File: config.mk
export PLATFORM = sky130hd
export DESIGN_NAME = uart_flag_ctrl
export DESIGN_NICKNAME = d
export VERILOG_FILES = /design/src/rtl/uart_flag_pkg.sv /design/src/rtl/uart_flag_cell.sv /design/src/rtl/uart_clear_seq.sv /design/src/rtl/uart_event_decode.sv /design/src/rtl/uart_irq_gen.sv /design/src/rtl/uart_flag_ctrl.sv
export SDC_FILE = /design/constraint.sdc
export NUM_CORES = 1
export LEC_CHECK = 0
export ABC_AREA = 0
export CORE_AREA = 2 2 42 52
export DETAILED_ROUTE_END_ITERATION = 7
export DIE_AREA = 0 0 44 54
export GPL_ROUTABILITY_DRIVEN = 0
export PLACE_DENSITY_LB_ADDON = 0.05
export SYNTH_ARGS = -nofsm -noshare
export SYNTH_HDL_FRONTEND = slang
export SYNTH_SLANG_ARGS = --single-unit
File: constraint.sdc
create_clock -name clk -period 1.2 [get_ports clk]
set_clock_uncertainty 0.05 [all_clocks]
set_input_delay 0.24 -clock clk [delete_from_list [all_inputs] [get_ports clk]]
set_output_delay 0.24 -clock clk [all_outputs]
set_load 0.02 [all_outputs]
File: src/rtl/uart_flag_pkg.sv
// Shared constants for the UART status flag controller: status word
// layout, reset value, clear masks and interrupt enable positions.
package uart_flag_pkg;
    localparam int STAT_W = 8;
    localparam int IRQ_W  = 5;

    // Status bit positions (software decodes these)
    localparam int B_TXE = 7;
    localparam int B_TXD = 6;
    localparam int B_RXF = 5;
    localparam int B_IDL = 4;
    localparam int B_OVR = 3;
    localparam int B_NSE = 2;
    localparam int B_FRM = 1;
    localparam int B_PAR = 0;

    localparam logic [STAT_W-1:0] STAT_RST = (STAT_W'(1) << B_TXE) | (STAT_W'(1) << B_TXD);
    // Flags cleared by a data write / by a data read after a status read
    localparam logic [STAT_W-1:0] WR_CLR_MASK = STAT_RST | (STAT_W'(1) << B_PAR);
    localparam logic [STAT_W-1:0] RD_CLR_MASK = ~STAT_RST;

    // Interrupt enable positions
    localparam int IE_TXE = 0;
    localparam int IE_TXD = 1;
    localparam int IE_RX  = 2;
    localparam int IE_IDL = 3;
    localparam int IE_PAR = 4;
endpackage

File: src/rtl/uart_flag_cell.sv
// One sticky status flag. Assumes set and clr are single-cycle requests;
// a set request takes priority over a clear in the same cycle.
module uart_flag_cell #(
    parameter logic RST_VAL = 1'b0
) (
    input  logic clk,
    input  logic rst_n,
    input  logic set,
    input  logic clr,
    output logic q
);
    // Flag register: reset value, set wins over clear
    always_ff @(posedge clk) begin
        if (!rst_n)   q <= RST_VAL;
        else if (set) q <= 1'b1;
        else if (clr) q <= 1'b0;
    end


    set_wins_chk: assert property (@(posedge clk) disable iff (!rst_n)
        set |=> q);


    clr_takes_chk: assert property (@(posedge clk) disable iff (!rst_n)
        (clr && !set) |=> !q);
endmodule

File: src/rtl/uart_clear_seq.sv
// Two-step clear sequencer. A status read captures the current flags as
// the armed snapshot. The next data access clears the armed flags its
// mask allows and ends the sequence. Assumes bus strobes are one cycle wide.
module uart_clear_seq
    import uart_flag_pkg::*;
(
    input  logic              clk,
    input  logic              rst_n,
    input  logic              stat_rd,
    input  logic              data_rd,
    input  logic              data_wr,
    input  logic [STAT_W-1:0] status,
    output logic [STAT_W-1:0] clr_vec
);
    logic [STAT_W-1:0] arm_q;
    logic [STAT_W-1:0] acc_mask;

    // Snapshot register: a status read re-arms, a data access disarms
    always_ff @(posedge clk) begin
        if (!rst_n)                 arm_q <= '0;
        else if (stat_rd)           arm_q <= status;
        else if (data_rd | data_wr) arm_q <= '0;
    end

    // Mask of the flags the current data access is allowed to clear
    always_comb begin
        acc_mask = '0;
        if (data_wr) acc_mask = acc_mask | WR_CLR_MASK;
        if (data_rd) acc_mask = acc_mask | RD_CLR_MASK;
    end

    // Clear requests: armed flags within the access mask
    always_comb clr_vec = arm_q & acc_mask;


    disarm_after_access_chk: assert property (@(posedge clk) disable iff (!rst_n)
        ((data_rd || data_wr) && !stat_rd) |=> (arm_q == '0));
endmodule

File: src/rtl/uart_event_decode.sv
// Turns engine pulses into per-flag set requests. Applies the overrun
// rule, the special-frame exclusion and the idle re-arm rule. Assumes the
// receive qualifiers are only meaningful in the cycle of ev_rx_ready.
module uart_event_decode
    import uart_flag_pkg::*;
(
    input  logic              clk,
    input  logic              rst_n,
    input  logic              ev_tx_load,
    input  logic              ev_tx_frame_end,
    input  logic              tx_frame_special,
    input  logic              ev_rx_ready,
    input  logic              rx_noise,
    input  logic              rx_frame_err,
    input  logic              rx_parity_err,
    input  logic              ev_rx_idle,
    input  logic              cur_txe,
    input  logic              cur_rxf,
    input  logic              cur_idl,
    output logic [STAT_W-1:0] set_vec,
    output logic              rx_accept
);
    logic idle_arm_q;
    logic rx_overrun;

    // Word acceptance versus overrun, decided by the current rx_full flag
    always_comb begin
        rx_accept  = ev_rx_ready & ~cur_rxf;
        rx_overrun = ev_rx_ready &  cur_rxf;
    end

    // Per-flag set requests
    always_comb begin
        set_vec        = '0;
        set_vec[B_TXE] = ev_tx_load & ~cur_txe;
        set_vec[B_TXD] = ev_tx_frame_end & ~tx_frame_special;
        set_vec[B_RXF] = rx_accept;
        set_vec[B_IDL] = ev_rx_idle & idle_arm_q;
        set_vec[B_OVR] = rx_overrun;
        set_vec[B_NSE] = rx_accept & rx_noise;
        set_vec[B_FRM] = rx_accept & rx_frame_err;
        set_vec[B_PAR] = rx_accept & rx_parity_err;
    end

    // Idle re-arm: consumed by an idle set, restored by an accepted word
    always_ff @(posedge clk) begin
        if (!rst_n)                 idle_arm_q <= 1'b1;
        else if (rx_accept)         idle_arm_q <= 1'b1;
        else if (set_vec[B_IDL])    idle_arm_q <= 1'b0;
    end


    idle_blocked_chk: assert property (@(posedge clk) disable iff (!rst_n)
        (ev_rx_idle && !idle_arm_q && !cur_idl) |=> !cur_idl);


    idle_sets_chk: assert property (@(posedge clk) disable iff (!rst_n)
        (ev_rx_idle && idle_arm_q) |=> cur_idl);
endmodule

File: src/rtl/uart_irq_gen.sv
// Registered interrupt request: OR of the enabled sources. Assumes the
// source vector comes straight from flag registers.
module uart_irq_gen
    import uart_flag_pkg::*;
(
    input  logic             clk,
    input  logic             rst_n,
    input  logic [IRQ_W-1:0] src,
    input  logic [IRQ_W-1:0] irq_en,
    output logic             irq
);
    // Request register
    always_ff @(posedge clk) begin
        if (!rst_n) irq <= 1'b0;
        else        irq <= |(src & irq_en);
    end


    irq_rise_chk: assert property (@(posedge clk) disable iff (!rst_n)
        (|(src & irq_en)) |=> irq);


    irq_quiet_chk: assert property (@(posedge clk) disable iff (!rst_n)
        (~|(src & irq_en)) |=> !irq);
endmodule

File: src/rtl/uart_flag_ctrl.sv
// UART status flag controller top. Holds the status flags in one cell per
// bit, clears them through the status-read/data-access handshake and
// drives the interrupt request. Assumes all inputs are synchronous to clk.
module uart_flag_ctrl
    import uart_flag_pkg::*;
(
    input  logic              clk,
    input  logic              rst_n,
    input  logic              ev_tx_load,
    input  logic              ev_tx_frame_end,
    input  logic              tx_frame_special,
    input  logic              ev_rx_ready,
    input  logic              rx_noise,
    input  logic              rx_frame_err,
    input  logic              rx_parity_err,
    input  logic              ev_rx_idle,
    input  logic              stat_rd,
    input  logic              data_rd,
    input  logic              data_wr,
    input  logic [IRQ_W-1:0]  irq_en,
    output logic [STAT_W-1:0] status,
    output logic              tx_load_ok,
    output logic              rx_hold_upd,
    output logic              irq
);
    logic [STAT_W-1:0] set_vec;
    logic [STAT_W-1:0] clr_vec;
    logic [IRQ_W-1:0]  irq_src;
    logic              rx_accept;

    uart_event_decode u_dec (
        .clk              (clk),
        .rst_n            (rst_n),
        .ev_tx_load       (ev_tx_load),
        .ev_tx_frame_end  (ev_tx_frame_end),
        .tx_frame_special (tx_frame_special),
        .ev_rx_ready      (ev_rx_ready),
        .rx_noise         (rx_noise),
        .rx_frame_err     (rx_frame_err),
        .rx_parity_err    (rx_parity_err),
        .ev_rx_idle       (ev_rx_idle),
        .cur_txe          (status[B_TXE]),
        .cur_rxf          (status[B_RXF]),
        .cur_idl          (status[B_IDL]),
        .set_vec          (set_vec),
        .rx_accept        (rx_accept)
    );

    uart_clear_seq u_clr (
        .clk     (clk),
        .rst_n   (rst_n),
        .stat_rd (stat_rd),
        .data_rd (data_rd),
        .data_wr (data_wr),
        .status  (status),
        .clr_vec (clr_vec)
    );

    // One flag cell per status bit, reset value taken from the package
    for (genvar g = 0; g < STAT_W; g++) begin : g_flag
        uart_flag_cell #(.RST_VAL(STAT_RST[g])) u_cell (
            .clk   (clk),
            .rst_n (rst_n),
            .set   (set_vec[g]),
            .clr   (clr_vec[g]),
            .q     (status[g])
        );
    end

    // Interrupt sources in enable order
    always_comb begin
        irq_src         = '0;
        irq_src[IE_TXE] = status[B_TXE];
        irq_src[IE_TXD] = status[B_TXD];
        irq_src[IE_RX]  = status[B_RXF] | status[B_OVR];
        irq_src[IE_IDL] = status[B_IDL];
        irq_src[IE_PAR] = status[B_PAR];
    end

    uart_irq_gen u_irq (
        .clk    (clk),
        .rst_n  (rst_n),
        .src    (irq_src),
        .irq_en (irq_en),
        .irq    (irq)
    );

    // Engine-side outputs
    always_comb begin
        tx_load_ok  = ~status[B_TXE];
        rx_hold_upd = rx_accept;
    end


    rx_strobe_sets_full_chk: assert property (@(posedge clk) disable iff (!rst_n)
        rx_hold_upd |=> status[B_RXF]);


    overrun_no_strobe_chk: assert property (@(posedge clk) disable iff (!rst_n)
        (ev_rx_ready && status[B_RXF]) |-> !rx_hold_upd);


    overrun_sets_chk: assert property (@(posedge clk) disable iff (!rst_n)
        (ev_rx_ready && status[B_RXF]) |=> status[B_OVR]);


    fall_needs_access_chk: assert property (@(posedge clk) disable iff (!rst_n)
        (|($past(status) & ~status)) |-> $past(data_rd || data_wr));


    special_no_done_chk: assert property (@(posedge clk) disable iff (!rst_n)
        (ev_tx_frame_end && tx_frame_special && !status[B_TXD]) |=> !status[B_TXD]);
endmodule

* Word-level counts from Yosys, hierarchy flattened *
Index checks and enable logic that the tools add are counted.

word-level totals
  bits in registers = 18
  logic and storage cells = 54
  input port bits = 18

operators by class
  multiplexer cells = 16
  bitwise operators = 16
  reduce and logical (&&, ||, !) cells = 11

operator list
  operator            count
  two-way mux 8 bit   3
  nonzero test 2 bit  7
  two-way mux 1 bit   12
  bitwise AND 1 bit   8
  bitwise AND 8 bit   1
  two-way mux 6 bit   1
  OR reduction 2 bit  3
  bitwise AND 5 bit   1
  OR reduction 5 bit  1
  NOT 1 bit           4
  bitwise OR 1 bit    2

* Depth between registers and ports, before layout *
  depth in word-level cells = 5
  depth in mapped cells = 3
  depth with buffers taken out = 3

* Hierarchy *
A second synthesis with hierarchy kept.

second synthesis, totals
  cells, all modules = 90
  area, all modules = 912.1 µm²

modules (own cells, without submodules)
  module                                 area an instance (µm²)  sequential area each (µm²)  times used  cells an instance
  uart_clear_seq                         405.4                   160.2                       1           43
  uart_flag_cell (g_flag[0].u_cell ...)  41.3                    20.0                        6           3
  uart_event_decode                      106.4                   20.0                        1           13
  uart_flag_cell (g_flag[6].u_cell ...)  33.8                    20.0                        2           3
  uart_irq_gen                           45.0                    20.0                        1           4
  uart_flag_ctrl                         40.0                    0.0                         1           6

* Worst setup path before layout *
No wires, ideal clock.

  path type = reg-to-reg
  start point = register g_flag[5].u_cell.q
  end point = register g_flag[0].u_cell.q
  period minus slack after synthesis = 975 ps
  data required time = 1085 ps
  path buffers = 0
  path slack = 225 ps
  stages on the path, launching flop included = 4
  setup time = 65 ps
  arrival time = 861 ps
  cell sequence = dfxtp_1 -> nor2b_2 -> a22oi_1 -> nor2_1

between the ends
  cells in the longest elaborated chain, start to end = 4
  elaborated cells between the ends (all ways) = 5
  classes of those cells = 1 x mux; 3 x bitwise; 1 x reduce/logical

ends and longest elaborated chain
  item                                                     RTL line                 source
  start: declaration                                       uart_flag_cell.sv:10     output logic q
  start signal: assignment                                 uart_flag_cell.sv:14     if (!rst_n) q <= RST_VAL;
  start signal: assignment                                 uart_flag_cell.sv:15     else if (set) q <= 1'b1;
  start signal: assignment                                 uart_flag_cell.sv:16     else if (clr) q <= 1'b0;
  NOT 1 bit *                                              uart_event_decode.sv:28  rx_accept = ev_rx_ready & ~cur_rxf;
  bitwise AND 1 bit *                                      uart_event_decode.sv:28
  via rx_hold_upd                                          uart_flag_ctrl.sv:23     output logic rx_hold_upd,
  bitwise AND 1 bit *                                      uart_event_decode.sv:42  set_vec[B_PAR] = rx_accept & rx_parity_err;
  two-way mux 1 bit or nonzero test 2 bit (tied branches)  --
  end signal: assignment                                   uart_flag_cell.sv:14
  end signal: assignment                                   uart_flag_cell.sv:15
  end signal: assignment                                   uart_flag_cell.sv:16
  end: declaration                                         uart_flag_cell.sv:10

The timed path passes the listed nets; every way through them passes the cells marked *.
A chain may end at the register's enable or synchronous reset.

* Final worst setup path *
  start point = register g_flag[5].u_cell.q
  end point = output port rx_hold_upd

between the ends
  cells in the longest elaborated chain, start to end = 2

ends and longest elaborated chain
  item               RTL line
  NOT 1 bit          uart_event_decode.sv:28
  bitwise AND 1 bit  uart_event_decode.sv:28
  end: declaration   uart_flag_ctrl.sv:23

Every way passes these cells.

==> results.md <==
* Global-route wire length before repair at 2.58 mm
* Die Y at 54 um
* Seq/Total Area, Yosys at 48.3%
* GRT overflow at 0
* R2R cell count at 4
* Final Net Count at around 140
* Max_slew headroom at 84.1%
* Synth Instances at 86
* Hold_ws at 0.349 ns
* Worst min path class: input pin to register
* Ys async rst share at 0%
* Min cycle time layout at about 1.2 ns
* Pleak at roughly 0.47 nW
* Failing checks: negative setup slack
* Mapped Nets at 104
* Cell with the most instances after synthesis: dfxtp_1
* CTS tree: built
* Hold buffer count at CTS at 0
* Avg Synthesized Cell Area at around 8.7 um2
* Initial antenna violation count at 0
* Worst setup margin at -0.0349 ns
* Clock Latency Late Sink at 0.29 ns
* Top FF cell, synth: dfxtp_1
* CTS Sinks at 18
* Mapped cell area at 746 um2
* Via/cell ratio at 4.97
* Flop2flop setup slack at 0.22 ns
* Post-synth top area cell: dfxtp_1
* Total CTS buffers at 3
* Max VDD drop at just over 0.0007 V
* Cell row count at 18
* Post-CTS Repair Setup Buffers at 0
* IO Port Bufs at 28
* Io pins at 29
* Setup crit start kind: register
* First-pass iteration count of the detailed router at 4
* DRT antenna net count at 0
* Core Util, Final at 56.3%
* WS Path Type: register to primary output
* Starting Density at 38.5%
* Top cell type's share of synthesized area at 48.3%
* Routed WL at 1.71 mm
* Clock transition at the registers of the reported paths at 0.10 ns
* Reg2reg start: g_flag[5].u_cell.q
* Final Hold Viols at 0
* Worst-margin pin slew at 0.237 ns
* Synth top area cells: dfxtp_1, buf_4, nand3b_1
* Final setup fails at 1
* Fmax at 0.810 GHz
* Core outline area at 1940 um2
* Share of layout cells above drive strength 1 at roughly 28%
* Die Wd at 44 um
* Crit end category: primary output
* Cell area power density at around 1100 nW/um2
* Post-DP HPWL at ~1.3 mm
* Routed len/inst at between 10 and 15 um
* Vias in the first global route at 615
* Vias at 710
* Ant diodes at 0
* Die area at 2380 um2
* Max Buffers Root-to-Sink at 2
* Iter 0 DRT Violations at 7
* Yosys warnings at 0
* CTS H-tree lvls at 1
* DRC Markers at 0
* WP data required at approximately 0.91 ns
* Synth unique cells at 15
* Worst setup endpoint: rx_hold_upd
* RSZ-0062 raised after global routing: yes
* Largest net degree at the start of global routing at 10
* Max_cap viols at 0
* Top cells by count, synth: dfxtp_1, nand2_1, a21oi_1
* Post-synth EDFFs at 0
* R2R Path End: g_flag[2].u_cell.q
* Final period utilization at 103%
* Setup crit start: g_flag[5].u_cell.q
* CP max FO at 7
* Worst EP arrival at around 0.94 ns
* Seq cells post-synth at 18
* Layout area overhead at 46.1%
* Run status: finished, violations left
* GRT Resource Usage Total at 15.0%
* Slew Limit Fails at 0
* CTS root buffer: clkbuf_4
[cell type report]
cell class	count	area [um2]
fillers	196	847
flip-flops and latches	18	365
repair buffers	44	357
multi-input cells	54	305
well taps	20	25.0
clock buffers	3	22.5
inverters	4	15.0
[cells by family (layout without fill, tap and decap cells)]
kind of cell,Yosys count,after routing,synth area share (%)
AO/OA/AOI/OAI,23,23,18.8
AND/OR/NAND/NOR,31,31,21.5
buffers and inverters,14,51,11.4
flip-flops,18,18,48.3
[registers in the layout, summed over array words and instances (netlist names)]
signal            count
u_clr.arm_q           8
u_dec.idle_arm_q      1
u_irq.irq             1
g_flag.u_cell.q       8
[where the power goes]
part / internal [mW] / switching [mW] / leakage (nW)
sequential: 0.630 / 0.0187 / 0.148
combinational: 0.139 / 0.112 / 0.306
clock: 0.117 / 0.177 / 0.0138
total: 0.885 / 0.308 / 0.468
[worst min path at each step]
stage	start	cells past startpoint	end	slack (ns)
6_report	ev_rx_ready	3	g_flag[3].u_cell.q	0.35
5_1_grt	ev_rx_ready	3	g_flag[3].u_cell.q	0.35
4_1_cts	ev_rx_ready	3	g_flag[3].u_cell.q	0.35
3_5_place_dp	u_clr.arm_q[5]	1	g_flag[5].u_cell.q	0.40
3_3_place_gp	u_clr.arm_q[5]	1	g_flag[5].u_cell.q	0.39
2_1_floorplan	rst_n	1	g_flag[7].u_cell.q	0.25
[worst max-delay path, stage by stage, from the launching register on]
cell     delay, ns
dfxtp_4       0.38
nor2b_4       0.14
buf_6         0.13
[metal layers]
layer	global-route usage, %	part of all wire (%)
met1	18.1	45
met2	24.8	48
met5	0	0
met4	9.09	0.82
met3	2.35	5.8
[metrics by stage]
| step | std cells | worst slack [ns] | instance area (um2) | total power, mW | setup TNS [ns] |
|---|---|---|---|---|---|
| finish | 143 | -0.0349 | 1090 | 1.19 | -0.0349 |
| global placement | 140 | -0.654 | 1100 | 0.927 | -3.85 |
| CTS | 143 | -0.0399 | 1130 | 1.22 | -0.0399 |
| floorplan | 86 | 0.225 | 746 | 0.782 | 0 |
| detailed placement | 140 | -0.640 | 1100 | 0.931 | -3.97 |
| global route | 143 | -0.0625 | 1090 | 1.26 | -0.0625 |
[layout by cell type (no fill, tap or decap), types with 2 or more instances in the layout]
master	count
o21ai_0	4
a21oi_1	9
buf_2	9
clkbuf_4	3
clkdlybuf4s50_1	16
a22oi_1	7
inv_1	4
dfxtp_1	16
a31oi_1	2
nor2_1	5
nand3b_1	8
nand2_1	15
buf_4	16
[what timing repair did]
action,in CTS,in global routing
resized for setup,43,7
endpoints found under the hold margin,0,0
cloned,0,0
endpoints found under the setup margin,11,8
pin swaps,0,0
Note: power is estimated with default switching activity, not from simulation.
